<file path="src/rtl/rs_ecc_csr_pkg.sv">
package rs_ecc_csr_pkg;

   // byte offsets of the register words
   localparam int unsigned OFS_CTRL = 32'h00;
   localparam int unsigned OFS_DATA = 32'h04;
   localparam int unsigned OFS_PAR0 = 32'h08;
   localparam int unsigned OFS_STAT = 32'h14;
   localparam int unsigned OFS_IEN  = 32'h18;
   localparam int unsigned OFS_ERR0 = 32'h1C;

   // control bits
   localparam int unsigned CB_EN   = 0;
   localparam int unsigned CB_SRST = 1;
   localparam int unsigned CB_MODE = 2;
   localparam int unsigned CB_ENC  = 3;
   localparam int unsigned CB_PRDY = 4;

   // status bits
   localparam int unsigned SB_ERR   = 0;
   localparam int unsigned SB_UNCOR = 1;
   localparam int unsigned SB_EFIN  = 2;
   localparam int unsigned SB_DFIN  = 3;
   localparam int unsigned SB_PAD   = 4;
   localparam int unsigned SB_NFLAG = 5;
   localparam int unsigned SB_CNT   = 29;

   typedef enum logic [1:0] {
      JOB_IDLE = 2'd0,
      JOB_BUSY = 2'd1,
      JOB_FIN  = 2'd2
   } job_state_e;

endpackage

</file>
<file path="src/rtl/rs_ecc_job_fsm.sv">
module rs_ecc_job_fsm
   import rs_ecc_csr_pkg::*;
(
   input  logic clk,
   input  logic rst_n,
   input  logic en,
   input  logic enc,
   input  logic prdy,
   input  logic soft_rst,
   input  logic done,
   output logic start,
   output logic capture,
   output logic busy,
   output logic fin
);

   job_state_e state_q, state_d;
   logic       go;

   assign go      = en & (enc | prdy) & ~soft_rst;
   assign start   = (state_q == JOB_IDLE) & go;
   assign capture = (state_q == JOB_BUSY) & en & done & ~soft_rst;
   assign busy    = (state_q == JOB_BUSY);
   assign fin     = (state_q == JOB_FIN);

   always_comb begin
      state_d = state_q;
      if (soft_rst) begin
         state_d = JOB_IDLE;
      end else begin
         unique case (state_q)
            JOB_IDLE: if (go)        state_d = JOB_BUSY;
            JOB_BUSY: if (!en)       state_d = JOB_IDLE;
                      else if (done) state_d = JOB_FIN;
            JOB_FIN:  if (!en)       state_d = JOB_IDLE;
            default:                 state_d = JOB_IDLE;
         endcase
      end
   end

   always_ff @(posedge clk or negedge rst_n) begin
      if (!rst_n) state_q <= JOB_IDLE;
      else        state_q <= state_d;
   end

endmodule

</file>
<file path="src/rtl/rs_ecc_parity_bank.sv">
module rs_ecc_parity_bank #(
   parameter int unsigned NBYTES = 9,
   localparam int unsigned NWORDS = (NBYTES + 3) / 4
) (
   input  logic                  clk,
   input  logic                  rst_n,
   input  logic                  clr,
   input  logic                  load,
   input  logic [NBYTES*8-1:0]   load_bytes,
   input  logic [NWORDS-1:0]     wr_word,
   input  logic [3:0]            be,
   input  logic [31:0]           wdata,
   output logic [NBYTES*8-1:0]   par_flat,
   output logic [NWORDS*32-1:0]  rd_words
);

   logic [7:0] par_q [NBYTES];

   for (genvar b = 0; b < NBYTES; b++) begin : g_byte
      localparam int unsigned W = b / 4;
      localparam int unsigned L = b % 4;
      always_ff @(posedge clk or negedge rst_n) begin
         if (!rst_n)                    par_q[b] <= '0;
         else if (clr)                  par_q[b] <= '0;
         else if (load)                 par_q[b] <= load_bytes[b*8 +: 8];
         else if (wr_word[W] && be[L])  par_q[b] <= wdata[L*8 +: 8];
      end
      assign par_flat[b*8 +: 8] = par_q[b];
   end

   for (genvar s = 0; s < NWORDS * 4; s++) begin : g_lane
      if (s < NBYTES) begin : g_used
         assign rd_words[s*8 +: 8] = par_q[s];
      end else begin : g_pad
         assign rd_words[s*8 +: 8] = 8'h00;
      end
   end

endmodule

</file>
<file path="src/rtl/rs_ecc_err_bank.sv">
module rs_ecc_err_bank #(
   parameter int unsigned SLOTS  = 4,
   parameter int unsigned POS_W  = 9,
   parameter int unsigned MASK_W = 9
) (
   input  logic                    clk,
   input  logic                    rst_n,
   input  logic                    clr,
   input  logic                    capture,
   input  logic [2:0]              valid_cnt,
   input  logic [SLOTS*POS_W-1:0]  pos_in,
   input  logic [SLOTS*MASK_W-1:0] mask_in,
   output logic [SLOTS*32-1:0]     rd_words
);

   logic [POS_W-1:0]  pos_q  [SLOTS];
   logic [MASK_W-1:0] mask_q [SLOTS];

   for (genvar n = 0; n < SLOTS; n++) begin : g_slot
      logic keep;
      assign keep = (32'(valid_cnt) > n);
      always_ff @(posedge clk or negedge rst_n) begin
         if (!rst_n) begin
            pos_q[n]  <= '0;
            mask_q[n] <= '0;
         end else if (clr) begin
            pos_q[n]  <= '0;
            mask_q[n] <= '0;
         end else if (capture) begin
            pos_q[n]  <= keep ? pos_in[n*POS_W +: POS_W]    : '0;
            mask_q[n] <= keep ? mask_in[n*MASK_W +: MASK_W] : '0;
         end
      end
      always_comb begin
         rd_words[n*32 +: 32]                = '0;
         rd_words[n*32 + 16 +: POS_W]        = pos_q[n];
         rd_words[n*32 +: MASK_W]            = mask_q[n];
      end
   end

endmodule

</file>
<file path="src/rtl/rs_ecc_csr.sv">
module rs_ecc_csr
   import rs_ecc_csr_pkg::*;
#(
   parameter int unsigned ADDR_W    = 8,
   parameter int unsigned PAR_BYTES = 9,
   parameter int unsigned ERR_SLOTS = 4,
   parameter int unsigned POS_W     = 9,
   parameter int unsigned MASK_W    = 9
) (
   input  logic                        clk,
   input  logic                        rst_n,
   input  logic                        bus_sel,
   input  logic                        bus_wr,
   input  logic [ADDR_W-1:0]           bus_addr,
   input  logic [3:0]                  bus_be,
   input  logic [31:0]                 bus_wdata,
   output logic [31:0]                 bus_rdata,
   output logic                        eng_start,
   output logic                        eng_encode,
   output logic                        eng_rs_sel,
   output logic [PAR_BYTES*8-1:0]      eng_par_out,
   output logic                        eng_data_valid,
   output logic [7:0]                  eng_data_byte,
   input  logic                        eng_done,
   input  logic [PAR_BYTES*8-1:0]      eng_par_in,
   input  logic                        eng_err_flag,
   input  logic                        eng_uncor_flag,
   input  logic [2:0]                  eng_err_cnt,
   input  logic [ERR_SLOTS*POS_W-1:0]  eng_err_pos,
   input  logic [ERR_SLOTS*MASK_W-1:0] eng_err_mask,
   input  logic                        eng_pad_done,
   output logic                        irq
);

   localparam int unsigned WA     = ADDR_W - 2;
   localparam int unsigned NPW    = (PAR_BYTES + 3) / 4;
   localparam logic [WA-1:0] I_CTRL = WA'(OFS_CTRL >> 2);
   localparam logic [WA-1:0] I_DATA = WA'(OFS_DATA >> 2);
   localparam logic [WA-1:0] I_STAT = WA'(OFS_STAT >> 2);
   localparam logic [WA-1:0] I_IEN  = WA'(OFS_IEN >> 2);
   localparam int unsigned   I_PAR0 = OFS_PAR0 >> 2;
   localparam int unsigned   I_ERR0 = OFS_ERR0 >> 2;
   localparam logic [2:0]    CNT_MAX = 3'(ERR_SLOTS);

   initial begin
      assert (ADDR_W >= 6 && ADDR_W <= 16)
         else $error("rs_ecc_csr: ADDR_W out of range");
      assert (PAR_BYTES >= 1 && NPW <= (OFS_STAT - OFS_PAR0) / 4)
         else $error("rs_ecc_csr: parity words overlap status");
      assert (ERR_SLOTS >= 1 && ERR_SLOTS <= 7)
         else $error("rs_ecc_csr: ERR_SLOTS must be 1..7");
      assert (POS_W <= 13 && MASK_W <= 16)
         else $error("rs_ecc_csr: report field too wide");
      assert (OFS_ERR0 + 4 * ERR_SLOTS <= (1 << ADDR_W))
         else $error("rs_ecc_csr: reports exceed address space");
   end

   // ---------------- bus decode ----------------
   logic [WA-1:0]  widx;
   logic           wr_hit;
   logic           wr_ctrl, wr_stat, wr_ien, wr_data;
   logic [NPW-1:0] wr_par;

   assign widx    = bus_addr[ADDR_W-1:2];
   assign wr_hit  = bus_sel & bus_wr;
   assign wr_ctrl = wr_hit & (widx == I_CTRL) & bus_be[0];
   assign wr_stat = wr_hit & (widx == I_STAT) & (bus_wdata == 32'h0);
   assign wr_ien  = wr_hit & (widx == I_IEN) & bus_be[0];
   assign wr_data = wr_hit & (widx == I_DATA) & bus_be[0];

   for (genvar k = 0; k < NPW; k++) begin : g_parsel
      assign wr_par[k] = wr_hit & (widx == WA'(I_PAR0 + k));
   end

   // ---------------- control word ----------------
   logic ctrl_en, ctrl_rst, ctrl_mode, ctrl_enc, ctrl_prdy;

   always_ff @(posedge clk or negedge rst_n) begin
      if (!rst_n) begin
         ctrl_en   <= 1'b0;
         ctrl_rst  <= 1'b0;
         ctrl_mode <= 1'b0;
         ctrl_enc  <= 1'b0;
         ctrl_prdy <= 1'b0;
      end else if (wr_ctrl) begin
         ctrl_en   <= bus_wdata[CB_EN];
         ctrl_rst  <= bus_wdata[CB_SRST];
         ctrl_mode <= bus_wdata[CB_MODE];
         ctrl_enc  <= bus_wdata[CB_ENC];
         ctrl_prdy <= bus_wdata[CB_PRDY];
      end else begin
         ctrl_rst  <= 1'b0;
         if (ctrl_rst) ctrl_prdy <= 1'b0;
      end
   end

   // ---------------- job sequencing ----------------
   logic job_capture, job_busy, job_fin;
   logic cap_enc, cap_dec;

   rs_ecc_job_fsm u_fsm (
      .clk      (clk),
      .rst_n    (rst_n),
      .en       (ctrl_en),
      .enc      (ctrl_enc),
      .prdy     (ctrl_prdy),
      .soft_rst (ctrl_rst),
      .done     (eng_done),
      .start    (eng_start),
      .capture  (job_capture),
      .busy     (job_busy),
      .fin      (job_fin)
   );

   assign cap_enc = job_capture &  ctrl_enc;
   assign cap_dec = job_capture & ~ctrl_enc;

   // ---------------- parity and report banks ----------------
   logic [NPW*32-1:0]       par_rd;
   logic [ERR_SLOTS*32-1:0] err_rd;
   logic [2:0]              cnt_sat;

   assign cnt_sat = (eng_err_cnt > CNT_MAX) ? CNT_MAX : eng_err_cnt;

   rs_ecc_parity_bank #(.NBYTES(PAR_BYTES)) u_par (
      .clk        (clk),
      .rst_n      (rst_n),
      .clr        (ctrl_rst),
      .load       (cap_enc),
      .load_bytes (eng_par_in),
      .wr_word    (wr_par),
      .be         (bus_be),
      .wdata      (bus_wdata),
      .par_flat   (eng_par_out),
      .rd_words   (par_rd)
   );

   rs_ecc_err_bank #(
      .SLOTS  (ERR_SLOTS),
      .POS_W  (POS_W),
      .MASK_W (MASK_W)
   ) u_err (
      .clk       (clk),
      .rst_n     (rst_n),
      .clr       (ctrl_rst),
      .capture   (cap_dec),
      .valid_cnt (cnt_sat),
      .pos_in    (eng_err_pos),
      .mask_in   (eng_err_mask),
      .rd_words  (err_rd)
   );

   // ---------------- status and interrupt ----------------
   logic [SB_NFLAG-1:0] stat_flags, ien_q;
   logic [2:0]          stat_cnt;
   logic [31:0]         stat_word;

   always_ff @(posedge clk or negedge rst_n) begin
      if (!rst_n) begin
         stat_flags <= '0;
         stat_cnt   <= '0;
      end else begin
         if (wr_stat) begin
            stat_flags <= '0;
            stat_cnt   <= '0;
         end
         if (cap_enc) stat_flags[SB_EFIN] <= 1'b1;
         if (cap_dec) begin
            stat_flags[SB_DFIN]  <= 1'b1;
            stat_flags[SB_ERR]   <= eng_err_flag;
            stat_flags[SB_UNCOR] <= eng_uncor_flag;
            stat_cnt             <= cnt_sat;
         end
         if (eng_pad_done && ctrl_en) stat_flags[SB_PAD] <= 1'b1;
      end
   end

   always_ff @(posedge clk or negedge rst_n) begin
      if (!rst_n)      ien_q <= '0;
      else if (wr_ien) ien_q <= bus_wdata[SB_NFLAG-1:0];
   end

   assign stat_word = {stat_cnt, {(SB_CNT - SB_NFLAG){1'b0}}, stat_flags};
   assign irq       = |(stat_flags & ien_q);

   // ---------------- engine side ----------------
   assign eng_encode     = ctrl_enc;
   assign eng_rs_sel     = ctrl_mode;
   assign eng_data_valid = wr_data & ctrl_en;
   assign eng_data_byte  = bus_wdata[7:0];

   // ---------------- read mux ----------------
   always_comb begin
      bus_rdata = '0;
      if (widx == I_CTRL) begin
         bus_rdata[CB_EN]   = ctrl_en;
         bus_rdata[CB_SRST] = ctrl_rst;
         bus_rdata[CB_MODE] = ctrl_mode;
         bus_rdata[CB_ENC]  = ctrl_enc;
         bus_rdata[CB_PRDY] = ctrl_prdy;
      end else if (widx == I_STAT) begin
         bus_rdata = stat_word;
      end else if (widx == I_IEN) begin
         bus_rdata[SB_NFLAG-1:0] = ien_q;
      end
      for (int k = 0; k < NPW; k++) begin
         if (widx == WA'(I_PAR0 + k)) bus_rdata = par_rd[k*32 +: 32];
      end
      for (int n = 0; n < ERR_SLOTS; n++) begin
         if (widx == WA'(I_ERR0 + n)) bus_rdata = err_rd[n*32 +: 32];
      end
   end

endmodule

</file>
<file path="config.mk">
export PLATFORM = sky130hd
export DESIGN_NAME = rs_ecc_csr
export DESIGN_NICKNAME = d
export VERILOG_FILES = /design/src/rtl/rs_ecc_csr_pkg.sv /design/src/rtl/rs_ecc_job_fsm.sv /design/src/rtl/rs_ecc_parity_bank.sv /design/src/rtl/rs_ecc_err_bank.sv /design/src/rtl/rs_ecc_csr.sv
export SDC_FILE = /design/constraint.sdc
export NUM_CORES = 1
export LEC_CHECK = 0
export BUFFER_PORTS_ARGS = -buffer_cell sky130_fd_sc_hd__buf_2
export CAP_MARGIN = 20
export CORE_MARGIN = 2
export CORE_UTILIZATION = 46
export DETAILED_ROUTE_END_ITERATION = 10
export PLACE_DENSITY = 0.83
export SYNTH_ARGS = -nofsm -noshare
export SYNTH_HDL_FRONTEND = slang
export SYNTH_SLANG_ARGS = --single-unit
</file>
<file path="constraint.sdc">
create_clock -name clk -period 2 [get_ports clk]
set_input_delay 0.4 -clock clk [delete_from_list [all_inputs] [get_ports clk]]
set_output_delay 0.4 -clock clk [all_outputs]
set_load 0.01 [all_outputs]
</file>
==> PnR_summary.wiki <==
{| class="wikitable"
! Metric !! Value
|-
| Result of the run || finished, violations left
|-
| Violations in the final reports || setup timing
|-
| Data arrival, critical path || 1.98 ns
|-
| Count of pins over their slew limit || 0
|-
| Grt peak-use layer || met2
|-
| Startpoint of the worst-slack reg-to-reg timing path || u_fsm.state_q[1]$_DFFE_PN0P_
|-
| Number of antenna diodes || 0
|-
| Hold Path Origin || eng_err_mask[20]
|-
| Slew headroom || 0.4646
|-
| Launch point of the critical path || bus_addr[5]
|-
| CTS tree || yes
|-
| Crit. path cell count || 7
|-
| Number of enable-type register cells in the synthesized netlist || 0
|-
| Total length of routed wires || 32.91 mm
|-
| Final period demand of the worst path || 2.383 ns
|-
| Design Power || 8.254 mW
|-
| Via count of the routed design || 8811
|-
| Worst slack at placement || -0.4304 ns
|-
| Antenna Violating Nets Remaining || 0
|-
| Cells along the critical path || buf_2 -> or4b_4 -> nor2_4 -> buf_4 -> a221oi_2 -> o211ai_1 -> buf_2
|-
| Standard cell with the maximum stage delay on the critical path || or4b_4
|-
| Net count of the finished layout || 1378
|-
| Cell variety after synth || 63
|-
| DP Wirelength || 23.83 mm
|-
| Length in cells of the worst reg-to-reg path || 6
|-
| Synth Cell Area || 0.008847 mm2
|-
| # rows || 50
|-
| Core Box Area || 0.01877 mm2
|-
| Fraction of registers with async set/reset || 1.000
|-
| Instance area at placement || 0.01129 mm2
|-
| Global Route Usage Sum || 0.3166
|-
| Number of global-route vias before repair || 8717
|-
| Sequential cell area fraction in the yosys report || 0.4639
|-
| Ratio of final minimum period to clock period || 1.191
|-
| Worst-case clock skew || 0.008911 ns
|-
| Crit path top cell by count || buf_2
|-
| Clock Root Buffer || clkbuf_16
|-
| Fmax achieved || 419.7 MHz
|-
| Area growth syn-to-layout || 40.90%
|-
| Endpoint of the worst register-to-register path || u_par.par_flat[53]$_DFFE_PN0P_
|-
| Hold violation total from the final report || 0
|-
| Critical path class || in2out
|-
| Primary flip-flop cell chosen by synthesis mapping || dfrtp_1
|-
| Met3 global-route usage || 0.06975
|-
| Synthesized flop and latch total || 164
|-
| Slew at the pin closest to its max-slew limit || 0.8031 ns
|-
| Critical path startpoint category || input pin
|-
| Via density per instance || 6.179
|-
| Clock-pin slew reported for the worst setup and hold paths after clock tree synthesis || 0.07 ns
|-
| Starting density of the core || 0.4714
|-
| DRC violation count after routing || 0
|-
| Crit path max fanout || 8
|-
| Non-Filler Cell Area, Final || 0.01247 mm2
|-
| GP Congestion || 0.9221
|-
| Required arrival time at the worst endpoint || 1.60 ns
|-
| Die span in y || 142.7 um
|-
| Number of violations reported at the end of detailed-routing iteration 0 || 652
|-
| Unrepaired setup endpoints after global routing || true
|-
| Buffers and inverters on the worst path || 3
|-
| Slack of the worst reg-to-reg path || 0.10 ns
|-
| Power per standard cell area || 662.1 mW/mm2
|-
| Overall overflow remaining after global route || 0
|-
| Post-detailed-route wirelength per cell || 23.08 um
|-
| Die width || 142.7 um
|-
| Count of yosys warnings during synthesis || 0
|-
| Clock network latency to the later pin of the worst-skew pair || 0.43 ns
|-
| Length of the first detailed-routing pass in iterations || 5
|-
| Average instance area after synthesis || 11.00 um2
|-
| Number of antenna violations at the first check in global routing || 2
|-
| Max-cap violation count || 0
|-
| CTS H-tree lvls || 4
|-
| Die Outline Area || 0.02036 mm2
|-
| Setup ws final || -0.3828 ns
|-
| Worst Setup EP || bus_rdata[5]
|-
| Largest net degree at the start of global routing || 74
|-
| Share of layout cells above drive strength 1 || 0.4706
|-
| Count of buffers from port buffering || 313
|-
| Highest ir drop seen on vdd || 0.0005591 V
|-
| Mapped Cells || 804
|-
| Final-report setup violation count || 32
|-
| Sum of negative setup slack || -9.107 ns
|-
| Bufs on Longest Clock Path || 2
|-
| Count of clock tree sinks || 164
|-
| Cell family with the largest share of critical-path delay || simple AND/OR/NAND/NOR gates
|-
| Peak per-stage delay on the critical path || 0.57 ns
|-
| Total nets after synthesis || 1003
|-
| Type of the worst min-delay path || in2reg
|-
| Leakage power || 5.957 nW
|-
| Total CTS buffers || 17
|-
| Wire length of the first global-routing pass || 49.17 mm
|-
| GR Util met2 || 0.5106
|-
| Global-route met1 utilization || 0.4208
|-
| Hold WS || 0.1782 ns
|-
| Element type at the critical path end || primary output
|-
| Number of top-level pins || 316
|}
## state kept, by name, summed over array words and instances, names as in the netlist
signal and cells:
u_fsm.state_q 2, ctrl_rst 1, eng_rs_sel 1, ien_q 5
eng_encode 1, ctrl_prdy 1, u_err.rd_words 72, ctrl_en 1
stat_cnt 3, stat_flags 5, u_par.par_flat 72
## worst register-to-register path, stage by stage (launching register included)
cell,delay (ns)
dfrtp_1,0.39
nand3b_1,0.20
buf_4,0.17
o21ba_2,0.25
buf_4,0.18
and2_1,0.26
o31ai_1,0.33
## per-stage QoR
| step | cells | util |
|---|---|---|
| CTS | 1416 | 0.6518 |
| global placement | 1376 | 0.6017 |
| finish | 1426 | 0.6642 |
| detailed placement | 1376 | 0.6017 |
| global route | 1426 | 0.6642 |
| floorplan | 804 | - |
## how the worst min path moves through the flow
stage | to | cells past startpoint
final | u_err.rd_words[66]$_DFFE_PN0P_ | 2
after global routing | u_err.rd_words[83]$_DFFE_PN0P_ | 2
after CTS | u_err.rd_words[66]$_DFFE_PN0P_ | 2
after detailed placement | u_err.rd_words[66]$_DFFE_PN0P_ | 1
after global placement | u_err.rd_words[66]$_DFFE_PN0P_ | 1
after floorplan | ctrl_en$_DFFE_PN0P_ | 0
## where the power goes
part	internal (mW)	switching, mW
logic	0.499	0.570
registers	3.45	0.148
clock network	2.20	1.39
total	6.15	2.11
## layer usage
metal | vias to the layer above | share of wire | wire length [um]
met5 | - | 0.00082 | 27
met4 | 4 | 0.032 | 1039
met3 | 80 | 0.093 | 3049
met2 | 582 | 0.48 | 15690
met1 | 4251 | 0.40 | 13100
li1 | 3894 | - | -
## cell usage after synthesis, drive strengths merged, types with 2 or more instances
cell type | n | share of area
o22ai | 4 | 0.0028
dfrtp | 164 | 0.46
nand2b | 5 | 0.0035
o31ai | 72 | 0.065
nand2 | 23 | 0.0098
clkbuf | 34 | 0.014
nor4b | 3 | 0.0064
a22oi | 11 | 0.0093
nor2b | 2 | 0.0014
mux2i | 75 | 0.085
a22o | 83 | 0.082
o221ai | 3 | 0.0030
o32ai | 2 | 0.0020
and2 | 12 | 0.0085
o21ai | 24 | 0.014
a221oi | 13 | 0.013
a21boi | 2 | 0.0017
and3 | 6 | 0.0042
nor3 | 5 | 0.0041
mux2 | 19 | 0.024
inv | 11 | 0.0047
nor2 | 23 | 0.016
a21oi | 18 | 0.011
a32o | 9 | 0.010
o211ai | 3 | 0.0025
nand3 | 87 | 0.055
a32oi | 3 | 0.0030
or4b | 2 | 0.0027
o21a | 3 | 0.0025
a222oi | 8 | 0.0091
o21bai | 2 | 0.0017
nand3b | 2 | 0.0017
nor4 | 11 | 0.010
buf | 48 | 0.039
## kinds of logic (layout without fill, tap and decap cells)
group | Yosys count | in the layout | share of synthesized area
compound gates | 266 | 266 | 0.2391
flops | 164 | 164 | 0.4639
mux | 95 | 95 | 0.1116
buf+inv | 93 | 480 | 0.05798
simple gates | 186 | 187 | 0.1274
## cell type report
| type | instances | area [um2] |
|---|---|---|
| tap | 234 | 292.8 |
| sequential | 164 | 4106 |
| clock inverter | 11 | 171.4 |
| timing repair buffer | 437 | 2860 |
| clock buffer | 21 | 470.5 |
| fill | 1464 | 6302 |
| inverter | 11 | 41.29 |
| multi-input combinational | 548 | 4523 |
## cell usage in the layout (no fill, tap or decap), drive strengths merged, types with 3 or more instances in the layout
| cell type | instances |
|---|---|
| o211ai | 3 |
| a32o | 9 |
| o221ai | 3 |
| o21a | 3 |
| a221oi | 13 |
| o21ai | 24 |
| clkinv | 3 |
| nor4 | 11 |
| buf | 434 |
| bufinv | 4 |
| a222oi | 8 |
| a32oi | 3 |
| and3 | 6 |
| a22oi | 11 |
| nor2 | 24 |
| o31ai | 72 |
| o22ai | 4 |
| nand2 | 23 |
| a22o | 83 |
| nand3 | 87 |
| clkbuf | 23 |
| mux2i | 75 |
| a21oi | 18 |
| nand2b | 5 |
| and2 | 12 |
| inv | 13 |
| mux2 | 19 |
| dfrtp | 164 |
| nor3 | 5 |
| nor4b | 3 |
## timing repair
action                     in CTS  in global routing
resized for setup              53                 22
buffers inserted                6                  8
gates cloned                    1                  3
setup endpoints to repair      33                 66
hold endpoints to repair       41                  0
pin swaps                      29                 30
hold buffers                    1                  0
Power figures use the tool's default switching activity.
